File: src/rtl/osbt_pkg.sv
package osbt_pkg;
  // Commands from control to the phase counters: index 0 = transmit, 1 = receive
  typedef struct packed {
    logic rxClear;
    logic rxStep;
    logic txClear;
    logic txStep;
  } phaseCtl_t;
endpackage

File: src/rtl/osbt_phase.sv
module osbt_phase #(
  parameter int CNT_W = 5
) (
  input  logic                 clk,
  input  logic                 rst_n,
  input  osbt_pkg::phaseCtl_t  ctl,
  output logic [CNT_W-1:0]     txPhase,
  output logic [CNT_W-1:0]     rxPhase
);
  localparam int LANES = 2;

  logic [LANES-1:0]            laneStep;
  logic [LANES-1:0]            laneClear;
  logic [LANES-1:0][CNT_W-1:0] lanePhase;

  assign laneStep  = {ctl.rxStep,  ctl.txStep};
  assign laneClear = {ctl.rxClear, ctl.txClear};
  assign txPhase   = lanePhase[0];
  assign rxPhase   = lanePhase[1];

  for (genvar g = 0; g < LANES; g++) begin : gLane
    always_ff @(posedge clk or negedge rst_n) begin
      if (!rst_n)             lanePhase[g] <= '0;
      else if (laneClear[g])  lanePhase[g] <= '0;
      else if (laneStep[g])   lanePhase[g] <= lanePhase[g] + 1'b1;
    end

    AST_PHASE_CLEARS: assert property (@(posedge clk) disable iff (!rst_n)
      laneClear[g] |=> (lanePhase[g] == '0));
    AST_PHASE_HOLDS: assert property (@(posedge clk) disable iff (!rst_n)
      (!laneClear[g] && !laneStep[g]) |=> $stable(lanePhase[g]));
  end
endmodule

File: src/rtl/osbt_ctrl.sv
module osbt_ctrl #(
  parameter int CODE_W  = 4,
  parameter int CNT_W   = 5,
  parameter int DEF_LEN = 16,
  parameter int MIN_LEN = 4
) (
  input  logic                 clk,
  input  logic                 rst_n,
  input  logic                 baudTick,
  input  logic [CODE_W-1:0]    osCode,
  input  logic                 rxRestart,
  input  logic [CNT_W-1:0]     txPhase,
  input  logic [CNT_W-1:0]     rxPhase,
  output osbt_pkg::phaseCtl_t  ctl,
  output logic                 bitStrobe,
  output logic                 sampleStrobe
);
  localparam logic [CNT_W-1:0]  ONE      = CNT_W'(1);
  localparam logic [CNT_W-1:0]  LEN_DEF  = CNT_W'(DEF_LEN);
  localparam logic [CNT_W-1:0]  LEN_MIN  = CNT_W'(MIN_LEN);
  localparam logic [CODE_W-1:0] CODE_MIN = CODE_W'(MIN_LEN);

  logic [CNT_W-1:0] decodedLen;
  logic [CNT_W-1:0] txLen;
  logic [CNT_W-1:0] rxLen;
  logic [CNT_W-1:0] rxHalf;
  logic             rxActive;
  logic             txWrap;
  logic             rxTick;
  logic             rxWrap;

  // Low codes alias to the default length
  always_comb begin
    if (osCode < CODE_MIN) decodedLen = LEN_DEF;
    else                   decodedLen = {{(CNT_W-CODE_W){1'b0}}, osCode};
  end

  assign rxHalf = rxLen >> 1;
  assign txWrap = baudTick && (txPhase == txLen - ONE);
  assign rxTick = rxActive && baudTick && !rxRestart;
  assign rxWrap = rxTick && (rxPhase == rxLen - ONE);

  assign bitStrobe    = txWrap;
  assign sampleStrobe = rxTick && (rxPhase == rxHalf - ONE);

  always_comb begin
    ctl.txClear = txWrap;
    ctl.txStep  = baudTick && !txWrap;
    ctl.rxClear = rxRestart || rxWrap;
    ctl.rxStep  = rxTick && !rxWrap;
  end

  // Transmit length loads only at a bit boundary
  always_ff @(posedge clk or negedge rst_n) begin
    if (!rst_n)      txLen <= LEN_DEF;
    else if (txWrap) txLen <= decodedLen;
  end

  // Receive length loads at restart or at a receive bit boundary
  always_ff @(posedge clk or negedge rst_n) begin
    if (!rst_n) begin
      rxLen    <= LEN_DEF;
      rxActive <= 1'b0;
    end else if (rxRestart) begin
      rxLen    <= decodedLen;
      rxActive <= 1'b1;
    end else if (rxWrap) begin
      rxLen    <= decodedLen;
    end
  end

  AST_TX_LEN_LEGAL: assert property (@(posedge clk) disable iff (!rst_n)
    (txLen >= LEN_MIN) && (txLen <= LEN_DEF));
  AST_TX_LEN_AT_BOUNDARY: assert property (@(posedge clk) disable iff (!rst_n)
    !$stable(txLen) |-> $past(bitStrobe));
  AST_RX_LEN_AT_BOUNDARY: assert property (@(posedge clk) disable iff (!rst_n)
    !$stable(rxLen) |-> ($past(rxRestart) || $past(ctl.rxClear)));
  AST_BIT_ON_TICK: assert property (@(posedge clk) disable iff (!rst_n)
    bitStrobe |-> baudTick);
  AST_NO_SAMPLE_ON_RESTART: assert property (@(posedge clk) disable iff (!rst_n)
    rxRestart |-> !sampleStrobe);
  AST_SAMPLE_ONLY_ACTIVE: assert property (@(posedge clk) disable iff (!rst_n)
    sampleStrobe |-> rxActive);
  AST_TX_PHASE_RANGE: assert property (@(posedge clk) disable iff (!rst_n)
    txPhase < txLen);
endmodule

File: src/rtl/os_bit_timer.sv
module os_bit_timer #(
  parameter int CODE_W  = 4,
  parameter int CNT_W   = 5,
  parameter int DEF_LEN = 16,
  parameter int MIN_LEN = 4
) (
  input  logic              clk,
  input  logic              rst_n,
  input  logic              baudTick,
  input  logic [CODE_W-1:0] osCode,
  input  logic              rxRestart,
  output logic              bitStrobe,
  output logic              sampleStrobe
);
  osbt_pkg::phaseCtl_t ctl;
  logic [CNT_W-1:0]    txPhase;
  logic [CNT_W-1:0]    rxPhase;

  osbt_ctrl #(
    .CODE_W(CODE_W), .CNT_W(CNT_W), .DEF_LEN(DEF_LEN), .MIN_LEN(MIN_LEN)
  ) uCtrl (
    .clk(clk), .rst_n(rst_n), .baudTick(baudTick), .osCode(osCode),
    .rxRestart(rxRestart), .txPhase(txPhase), .rxPhase(rxPhase),
    .ctl(ctl), .bitStrobe(bitStrobe), .sampleStrobe(sampleStrobe)
  );

  osbt_phase #(.CNT_W(CNT_W)) uPhase (
    .clk(clk), .rst_n(rst_n), .ctl(ctl), .txPhase(txPhase), .rxPhase(rxPhase)
  );
endmodule

File: config.mk
export PLATFORM = sky130hd
export DESIGN_NAME = os_bit_timer
export DESIGN_NICKNAME = d
export VERILOG_FILES = /design/src/rtl/osbt_pkg.sv /design/src/rtl/osbt_phase.sv /design/src/rtl/osbt_ctrl.sv /design/src/rtl/os_bit_timer.sv
export SDC_FILE = /design/constraint.sdc
export NUM_CORES = 1
export LEC_CHECK = 0
export ABC_AREA = 1
export CORE_MARGIN = 2
export CORE_UTILIZATION = 67
export CTS_CLUSTER_DIAMETER = 150
export DETAILED_ROUTE_END_ITERATION = 12
export DONT_BUFFER_PORTS = 1
export GPL_ROUTABILITY_DRIVEN = 0
export HOLD_SLACK_MARGIN = 0.08
export PLACE_DENSITY = 0.88
export SYNTH_ARGS = -nofsm -noshare
export SYNTH_HDL_FRONTEND = slang
export SYNTH_SLANG_ARGS = --single-unit
File: constraint.sdc
create_clock -name clk -period 2.6 [get_ports clk]
set_clock_uncertainty 0.2 [all_clocks]
set_input_delay 0.13 -clock clk [delete_from_list [all_inputs] [get_ports clk]]
set_output_delay 0.13 -clock clk [all_outputs]
set_load 0.02 [all_outputs]
# ---- After elaboration in Yosys (flattened, before gate mapping)
# Index checks and enable logic that the tools add are counted.
dict set report totals {
  word_cells 35
  output_inout_bits 2
  register_bits 21
  in_bits 8
}
dict set report op_classes {
  order_cmp 1
  n_addsub 5
  muxes 7
  n_eq_ne 3
  n_reduce_logical 14
}
# op n
set op_table {}
lappend op_table {{2-to-1 mux 5 bit} 7}
lappend op_table {{equality test 5 bit} 3}
lappend op_table {{adder 5 x 1 -> 5 bit (second input constant)} 2}
lappend op_table {{subtractor 5 x 1 -> 5 bit (second input constant)} 2}
lappend op_table {{logical AND 1 bit} 7}
lappend op_table {{nonzero test 2 bit} 3}
lappend op_table {{subtractor 4 x 1 -> 5 bit (second input constant)} 1}
lappend op_table {{< comparator 4 x 3 -> 1 bit (second input constant)} 1}
lappend op_table {{zero test 1 bit} 3}
lappend op_table {{logical OR 1 bit} 1}

# ---- Logic depth before layout (Yosys ltp)
# Gate-level depths: netlist of run 1.
dict set report logic_depth {
  depth_word 7
  depth_mapped 13
  depth_no_buf 13
}

# ---- Modules after synthesis
# From an unflattened synthesis of run 1, not the netlist that was laid out.
dict set report hier_totals {
  cells_unflattened 221
  area_unflattened_um2 1535.2
}
# module area_each_um2 instances cells_each seq_area_each_um2
set modules_own_cells {}
lappend modules_own_cells {osbt_ctrl 1004.7 1 158 277.8}
lappend modules_own_cells {osbt_phase 530.5 1 63 250.2}

# ---- Worst setup path after synthesis of run 1
# OpenSTA, ideal clock, no wires.
dict set report synth_timing {
  path_kind {reg2out}
  start {register uCtrl.rxLen[1]}
  end {output port sampleStrobe}
  stages_incl_launch_ff 7
  path_slack_ps 773
  required_ps 2270
  n_path_buf 0
  t_arrival_ps 1497
  cell_sequence {dfrtp_1 inv_1 ha_1 xnor2_1 nor2_1 nand3_1 nor3_1}
}
dict set report synth_via {
  elab_chain_len 3
}
# element line_no
set synth_rtl {}
lappend synth_rtl {{start: declaration} osbt_ctrl.sv:25} ;# logic [CNT_W-1:0] rxLen;
lappend synth_rtl {{start signal: assignment} osbt_ctrl.sv:65} ;# rxLen <= decodedLen;
lappend synth_rtl {{start signal: assignment} osbt_ctrl.sv:68} ;# rxLen <= decodedLen;
lappend synth_rtl {{subtractor 4 x 1 -> 5 bit} osbt_ctrl.sv:44} ;# assign sampleStrobe = rxTick && (rxPhase == rxHalf - ONE);
lappend synth_rtl {{equality test 5 bit} osbt_ctrl.sv:44}
lappend synth_rtl {{logical AND 1 bit} osbt_ctrl.sv:44}
lappend synth_rtl {{end: declaration} os_bit_timer.sv:13} ;# output logic sampleStrobe
# No other way between the ends.

# ---- Worst setup path after layout of run 1
dict set report layout_timing {
  start {register uCtrl.txLen[0]}
  end {output port bitStrobe}
}
dict set report layout_via {
  elab_chain_len 3
}
# element line_no
set layout_rtl {}
lappend layout_rtl {{start: declaration} osbt_ctrl.sv:24} ;# logic [CNT_W-1:0] txLen;
lappend layout_rtl {{start signal: assignment} osbt_ctrl.sv:56} ;# else if (txWrap) txLen <= decodedLen;
lappend layout_rtl {{subtractor 5 x 1 -> 5 bit} osbt_ctrl.sv:39} ;# assign txWrap = baudTick && (txPhase == txLen - ONE);
lappend layout_rtl {{equality test 5 bit} osbt_ctrl.sv:39}
lappend layout_rtl {{logical AND 1 bit} osbt_ctrl.sv:39}
lappend layout_rtl {{end: declaration} os_bit_timer.sv:12} ;# output logic bitStrobe,
# No other way between the ends.

==> flow_results.org, run 1 <==
** Clocking
- # H-tree levels :: 1
- Maximum clock insertion buffer count :: 2
- TritonCTS Sinks :: 21
- Clock latency at the later pin of the worst-skew pair :: 310 ps
- In this run the post-CTS setup repair buffer count came out at 0.
- Clock-pin slew was measured on the worst setup and hold paths at roughly 120 ps.
- TritonCTS built the clock tree.
- Number of buffers created by CTS :: 3
- The tree is rooted in a clkbuf_4.

** Synthesis
- Proportion of synthesized area in mux cells :: 0%
- Summing the areas of all fa, ha and maj instances in the mapped netlist gives 5.396% of the synthesized area.
- Post-synthesis register bit count :: 21
- Compound-gate portion of the synthesized area :: 1.439%
- Of the total synthesized cell area, the portion taken by AND, OR, NAND and NOR gates is 37.14%.
- Synthesis instantiated 22 different standard cells from the library.
- Yosys mapped a number of flops with a built-in enable equal to 0.
- Combined area of all synthesized cells :: 0.001391 mm²
- Area share of xor/xnor cells in the synthesized design :: 9.442%
- Proportion of synthesized flip-flops having asynchronous set or reset :: 100.0%
- dfrtp_1 takes more of the synthesized area than any other cell.
- Number of warnings reported in the yosys synthesis log :: 0
- Largest family of logic cells by synthesized area :: simple AND/OR/NAND/NOR gates
- Averaged over all synthesized cells, the footprint is a little over 7 µm².
- Summed over its instances, the top area cell type makes up 34.17% of the synthesized netlist area.
- Post-synthesis cell count :: 197
- In the synthesized netlist the dominant register cell turns out to be dfrtp_1.
- Net count after synthesis :: 211
- Sequential cells were found to cover 37.95% of the synthesized design area.
- By area the synthesized netlist is led by dfrtp_1, nand2_1, inv_1, xor2_1, ha_1.

** Die
- After floorplanning, the core was sized to cover 0.001962 mm².
- Num ports :: 10
- Row generation in the floorplan step produced 16 rows.
- Initial Utilization :: 70.92%
- Vert. Die Dim :: 49.57 µm
- From left edge to right edge, the die measures slightly below 50 µm.
- The die covers 0.002457 mm².

** Timing
- Min Clock Period, post-route :: 2353 ps
- Total setup violations reported at the end of the flow :: 0
- The worst path uses 90.49% of the clock period.
- The worst pin sits at a relative slew slack of 37.95%.
- Count of final hold-check violations :: 0
- Final max-slew violation count :: 0
- Maximum clock frequency :: 425.0 MHz
- At the pin with the least slew margin, the transition time is 927.7 ps.
- Setup repair after global routing left no endpoint under its margin.
- Total negative slack :: 0 ps

** Setup path
- STA classifies the critical path startpoint as a flip-flop.
- The critical path is of the reg -> out type.
- Crit-path max FO :: 11
- Category of the worst setup path capture point :: output pin
- STA puts the critical path data required time at 2270 ps.
- Worst EP arrival :: 2020 ps

** Layout
- At the end of the flow the core is filled with cells to 76.79%.
- The net count of the finished layout is 221.
- The number of antenna diodes in the final layout is 0.
- Fraction of layout instances using a drive strength above 1 :: 7.282%
- Count of placed standard cells in the final layout, fillers left out :: about 230
- Layout filler cell count :: 170
- Multi-input logic area :: roughly 740 µm²
- Register area :: around 530 µm²
- Total non-filler cell area in the finished layout :: 0.001506 mm²
- Area added between synthesis and finish :: 8.273%

** Power and ir drop
- Highest ir drop seen on vdd :: between 0.6 and 0.7 mV
- Power spread over the standard cell area amounts to between 700 and 800 mW/mm².
- Total power consumption of the routed design :: 1.104 mW
- P_leak :: a little over 0.8 nW

** Routing
- First-pass detailed-route iteration total :: 4
- For this block, the routed nets add up to 2.940 mm of wire.
- For this run, design rule violations remaining after detail routing come to 0.
- Overall via count from detail_route :: between 1,000 and 1,500
- After detailed routing, the number of vias per cell comes to about 5.2.
- Count of nets left with antenna violations after detail routing :: 0
- After the first detailed-routing iteration, the DRC count stood at 53.
- Drt wl/cell :: 12.62 µm

** Global routing
- Entering global routing, the biggest net connects 22 pins.
- The number of global-route vias before repair was 1,173.
- The first global-routing pass estimated 5.112 mm of wire.
- Number of antenna violations at the first check in global routing :: 0
- Global routing used 27.11% of the available tracks.
- Overflow after GRT :: 0

** Run
- Number of maximum-capacitance constraint violations :: 0

** Place
- Half-perimeter wire length after placement :: between 2 and 2.5 mm
- Number of buffers inserted by port buffering :: 0
- Post-Place Cells :: 222
- After detailed placement, the total cell area comes to 0.001406 mm².

** Hold path
- Type of the worst min-delay path :: in -> async

** Status
- The flow ran to the end, and the final reports show no timing, DRC or antenna violations.
## power breakdown
group          switching, mW  leakage [nW]  internal, mW
Combinational          0.261         0.535         0.181
Clock                  0.105        0.0139        0.0586
Sequential            0.0924         0.262         0.406
Total                  0.459         0.812         0.645
## state kept, by name (all words and copies together), names as in the netlist
signal	flops
uCtrl.rxLen	5
uCtrl.txLen	5
uPhase.txPhase	5
uCtrl.rxActive	1
uPhase.rxPhase	5
## through the flow
step | setup WS, ps | hold WS (ps)
6_report | 247.2 | 193.6
5_1_grt | 125.1 | 285.3
4_1_cts | 260.1 | 226.5
3_5_place_dp | 473.4 | -365.1
3_3_place_gp | 563.1 | -365.1
2_1_floorplan | 773.2 | -365.6
## placed cells by master, fill, tap and decap left out
| cell | netlist | routed |
|---|---|---|
| nand4_1 | 3 | 3 |
| dfstp_2 | 2 | 2 |
| nand2b_1 | 1 | 1 |
| xnor2_1 | 6 | 6 |
| xor2_1 | 9 | 9 |
| inv_1 | 26 | 26 |
| nor2_2 | 3 | 3 |
| o21ai_0 | 3 | 3 |
| nor3_1 | 3 | 3 |
| nand3_1 | 13 | 13 |
| nand2_4 | 1 | 1 |
| clkbuf_4 | 0 | 3 |
| a21oi_1 | 1 | 1 |
| dfrtp_1 | 19 | 19 |
| inv_2 | 1 | 1 |
| clkinvlp_4 | 0 | 1 |
| nand2_1 | 77 | 77 |
| nor2_1 | 17 | 17 |
| nor3_2 | 1 | 1 |
| ha_1 | 6 | 6 |
| nand2_2 | 2 | 2 |
| or2_2 | 1 | 1 |
| dlygate4sd3_1 | 0 | 7 |
## cell families (layout without fill, tap and decap cells)
logic type,count (synthesis),in the layout
flops,21,21
xor+xnor,15,15
compound gates,4,4
simple gates,122,122
buf+inv,29,38
fa+ha+maj,6,6
## synthesized netlist by cell type, types with 2 or more instances
cell type	n
xnor2_1	6
ha_1	6
o21ai_0	3
nand2_1	77
nor2_2	3
nor3_1	3
nand2_2	2
nand4_1	3
dfstp_2	2
nand3_1	13
nor2_1	17
xor2_1	9
inv_1	26
dfrtp_1	19
## final timing paths
kind                                      from                end  slack (ps)  cells past startpoint
worst max-delay path            uCtrl.txLen[0]          bitStrobe         250                      8
min in group clk                uCtrl.txLen[4]     uCtrl.txLen[4]         290                      2
worst max register to register  uCtrl.txLen[0]  uPhase.txPhase[0]         360                      9
worst min-delay path                     rst_n  uPhase.txPhase[2]         190                      1
max in group asynchronous                rst_n     uCtrl.rxLen[0]        1440                      1
worst min register to register  uCtrl.txLen[4]     uCtrl.txLen[4]         290                      2
## routing by layer
metal	up-vias	track usage [%]	wire [µm]	part of all wire, %
met2	30	43.56	1428	49
met5	-	0	0	0
met4	0	5.093	9	0.31
met1	561	37.50	1414	48
li1	623	-	-	-
met3	2	6.667	87	3.0
## layout make-up
type | instances | area share (%)
repair buffers | 7 | 4.651
flip-flops and latches | 21 | 35.05
clock inverters | 1 | 0.4983
well taps | 27 | 2.243
clock buffers | 3 | 1.495
inverters | 27 | 6.728
multi-input cells | 147 | 49.34
## timing repair
item | in CTS | in global routing
hold buffers | 7 | 0
endpoints found under the hold margin | 42 | 0
gates resized for setup | 0 | 0
## critical path, stage by stage (launching register included)
cell and delay [ps]:
dfrtp_1 440, inv_2 70, ha_1 230, inv_1 60, nand2_1 70, nand2_1 60
xnor2_1 210, nand2_1 100, nor2_2 460
(Power assumes the default switching activity.)
==> run 2, diff against run 1 <==
Settings changed: PLACE_DENSITY 0.88 to 0.79, SLEW_MARGIN from default to 20.
==> run 2 against run 1 <==
Net effect:
- flip-flop and latch count unchanged
- final cell count did not move
- die area stayed put
- sequential share of layout area rose by 0.087 points
- via count decreased by 2.0%
- hold slack improved by 7.0 ps
- utilization shrank 0.19 points
- combinational power is 1% lower
- clock power decreased by 5%
- count of clock-buffer cells in the layout rose by 1
- critical path depth down 2
==> flow_results.org, run 2 (synthesis gave the netlist of run 1 again) <==
** Status
- Status :: completed

** Global routing
- The global routing usage summed across all routing layers is 28.20% (+1.1 points).
- Via count of the first global-routing pass :: 1,214 (+3.5%)
- Maximum number of pins on one net before global-route repair :: 22 (unchanged)
- Global-route wire length before repair :: 5.319 mm (+4.0%)
- Number of antenna violations at the first check in global routing :: 0 (unchanged)
- Overflow after GRT :: 0 (unchanged)

** Clocking
- The clock transition at the registers of the reported paths was 110 ps (about the same).
- TritonCTS Sinks :: 21 (unchanged)
- The number of buffers added by the clock tree synthesis step is 3 (unchanged).
- The CTS H-tree depth came to 1 (unchanged).
- The latest clock arrival within the worst-skew pair came to 300 ps (about the same).
- The number of buffers added to fix hold violations after cts was 7 (unchanged).
- The tree is rooted in a clkbuf_4.
- TritonCTS built the clock tree.
- Maximum clock insertion buffer count :: 2 (unchanged)
- CTS-repair resized insts :: 0 (unchanged)
- Number of post-CTS setup repair buffers :: 0 (unchanged)

** Routing
- The number of iterations in the first detailed-routing pass came to 4 (unchanged).
- The first-iteration detailed-routing DRC count was 22 (-58%).
- Via density per instance :: 5.116 (-2.0%)
- Overall via count from detail_route :: 1,192 (-2.0%)
- The remaining antenna violation count after routing came to 0 (unchanged).
- The final routed wire length divided by cell count was 12.50 µm (-0.92%).
- DRC violations left :: 0 (unchanged)
- The total length of routed wires was 2.913 mm (-0.92%).

** Timing
- The final clock period utilization by the worst path was 89.78% (-0.71 points).
- Worst slew pin tran :: 922.0 ps (-5.676 ps)
- The post-layout worst setup margin was 265.8 ps (+18.56 ps).
- The highest clock rate was 428.4 MHz (+0.80%).
- Normalized max-slew margin :: 38.33% (+0.38 points)
- Total negative slack :: 0 ps (unchanged)
- The hold violation total from the final report was 0 (unchanged).
- Setup repair after global routing missed its margin :: false
- The total setup violations reported at the end of the flow was 0 (unchanged).
- Min Clock Period, post-route :: 2334 ps (-18.56 ps)
- Final max-slew violation count :: 0 (unchanged)

** Power and ir drop
- P_leak :: 0.8126 nW (+0.13%)
- Switching power total :: 0.4468 mW (-2.6%)
- The part of the power in combinational logic is 40.0% (about the same).
- The proportion of total power due to net switching is 40.87% (-0.69 points).
- The internal power is 0.6464 mW (+0.21%).
- The relative contribution of the clock network to total power is 14.2% (-0.6 points).
- Highest ir drop seen on vdd :: 0.6876 mV (+3.8%)
- Total power consumption of the routed design :: 1.093 mW (-0.96%)
- Seq pwr share :: 45.8% (+0.7 points)
- The power density of the placed cells was 727.5 mW/mm² (-0.72%).

** Die
- The count of boundary I/O pins was 10 (unchanged).
- Initial Utilization :: 70.92% (unchanged)
- The die outline height is 49.57 µm (unchanged).
- The count of standard-cell rows is 16 (unchanged).
- The total core area was 0.001962 mm² (unchanged).
- Area enclosed by the die boundary :: 0.002457 mm² (unchanged)
- Chip Width :: 49.57 µm (unchanged)

** Place
- The worst setup slack before clock tree synthesis is 479.8 ps (+6.386 ps).
- The number of port buffers came to 0 (unchanged).
- The HPWL reported at the end of detailed placement is 2.312 mm (+9.5%).
- The cell count after placement came to 222 (unchanged).
- Dpl cell area :: 0.001406 mm² (unchanged)

** Layout
- Count of placed standard cells in the final layout, fillers left out :: 233 (unchanged)
- Area added between synthesis and finish :: 8.004%
- Commonest non-fill, non-tap cell in the layout :: nand2_1
- Count of nets after finishing :: 221 (unchanged)
- Fraction of layout instances using a drive strength above 1 :: 6.796% (-0.49 points)
- The number of fill cells came to 171 (+0.59%).
- In the layout the commonest cells are nand2_1, inv_1, dfrtp_1.
- Total non-filler cell area in the finished layout :: 0.001503 mm² (-0.25%)
- The number of antenna diodes was 0 (unchanged).
- The multi-input combinational cell area is 743.2 µm² (unchanged).
- Register area :: 528.0 µm² (unchanged)

** Setup path
- Worst EP arrival :: 2000 ps (-20 ps)
- The critical path is of the reg -> out type.
- The maximum fanout count along the critical path came to 4 (-7).
- Crit path launch type :: flip-flop
- The data required time at the worst endpoint is 2270 ps (about the same).
- The worst setup path is captured at an output pin.

** Hold path
- The tightest min-delay check is of the in -> async type.

** Run
- Number of maximum-capacitance constraint violations :: 0 (unchanged)
-- run 2: power by group through the flow --
stage	Combinational (mW)	Sequential [mW]	Clock [mW]
floorplan	0.348	0.481	0
global placement	0.390	0.500	0
detailed placement	0.418	0.506	0
CTS	0.438	0.499	0.156
global route	0.513	0.511	0.167
finish	0.437	0.501	0.155
-- run 2: worst paths after layout --
kind / start / end / slack, ps / cells past startpoint
setup reg to reg: uCtrl.txLen[0] / uPhase.txPhase[0] / 460 / 8
setup / recovery: uCtrl.rxLen[1] / sampleStrobe / 270 / 6
min in group clk: uCtrl.txLen[4] / uCtrl.txLen[4] / 280 / 2
hold / removal: rst_n / uPhase.rxPhase[0] / 200 / 1
hold reg to reg: uCtrl.txLen[4] / uCtrl.txLen[4] / 280 / 2
max in group asynchronous: rst_n / uPhase.rxPhase[3] / 1440 / 1
-- run 2: final cells by class --
class / instances / share of cell area (%)
Tap cell: 27 / 2.248
Timing Repair Buffer: 7 / 4.663
Multi-Input combinational cell: 147 / 49.46
Clock buffer: 4 / 1.749
Inverter: 27 / 6.744
Sequential cell: 21 / 35.14
-- run 2: through the flow --
step / hold slack, ps / util (%)
after floorplan: -365.6 / -
after global routing: 292.0 / 76.59
after detailed placement: -365.1 / 71.68
after CTS: 224.5 / 76.59
after global placement: -365.1 / 71.68
final: 200.6 / 76.59
-- run 2: critical path, stage by stage (launching register included) --
cell	delay, ps
dfrtp_1	420
inv_1	120
ha_1	320
xnor2_1	130
nor2_1	100
nand3_1	90
nor3_1	530
-- run 2: layer usage --
layer	routed length, µm	GRT usage [%]	up-vias
met1	1405	40.12	542
met2	1361	44.44	30
met4	34	7.870	0
met3	112	4.848	4
met5	0	0	-
li1	-	-	616
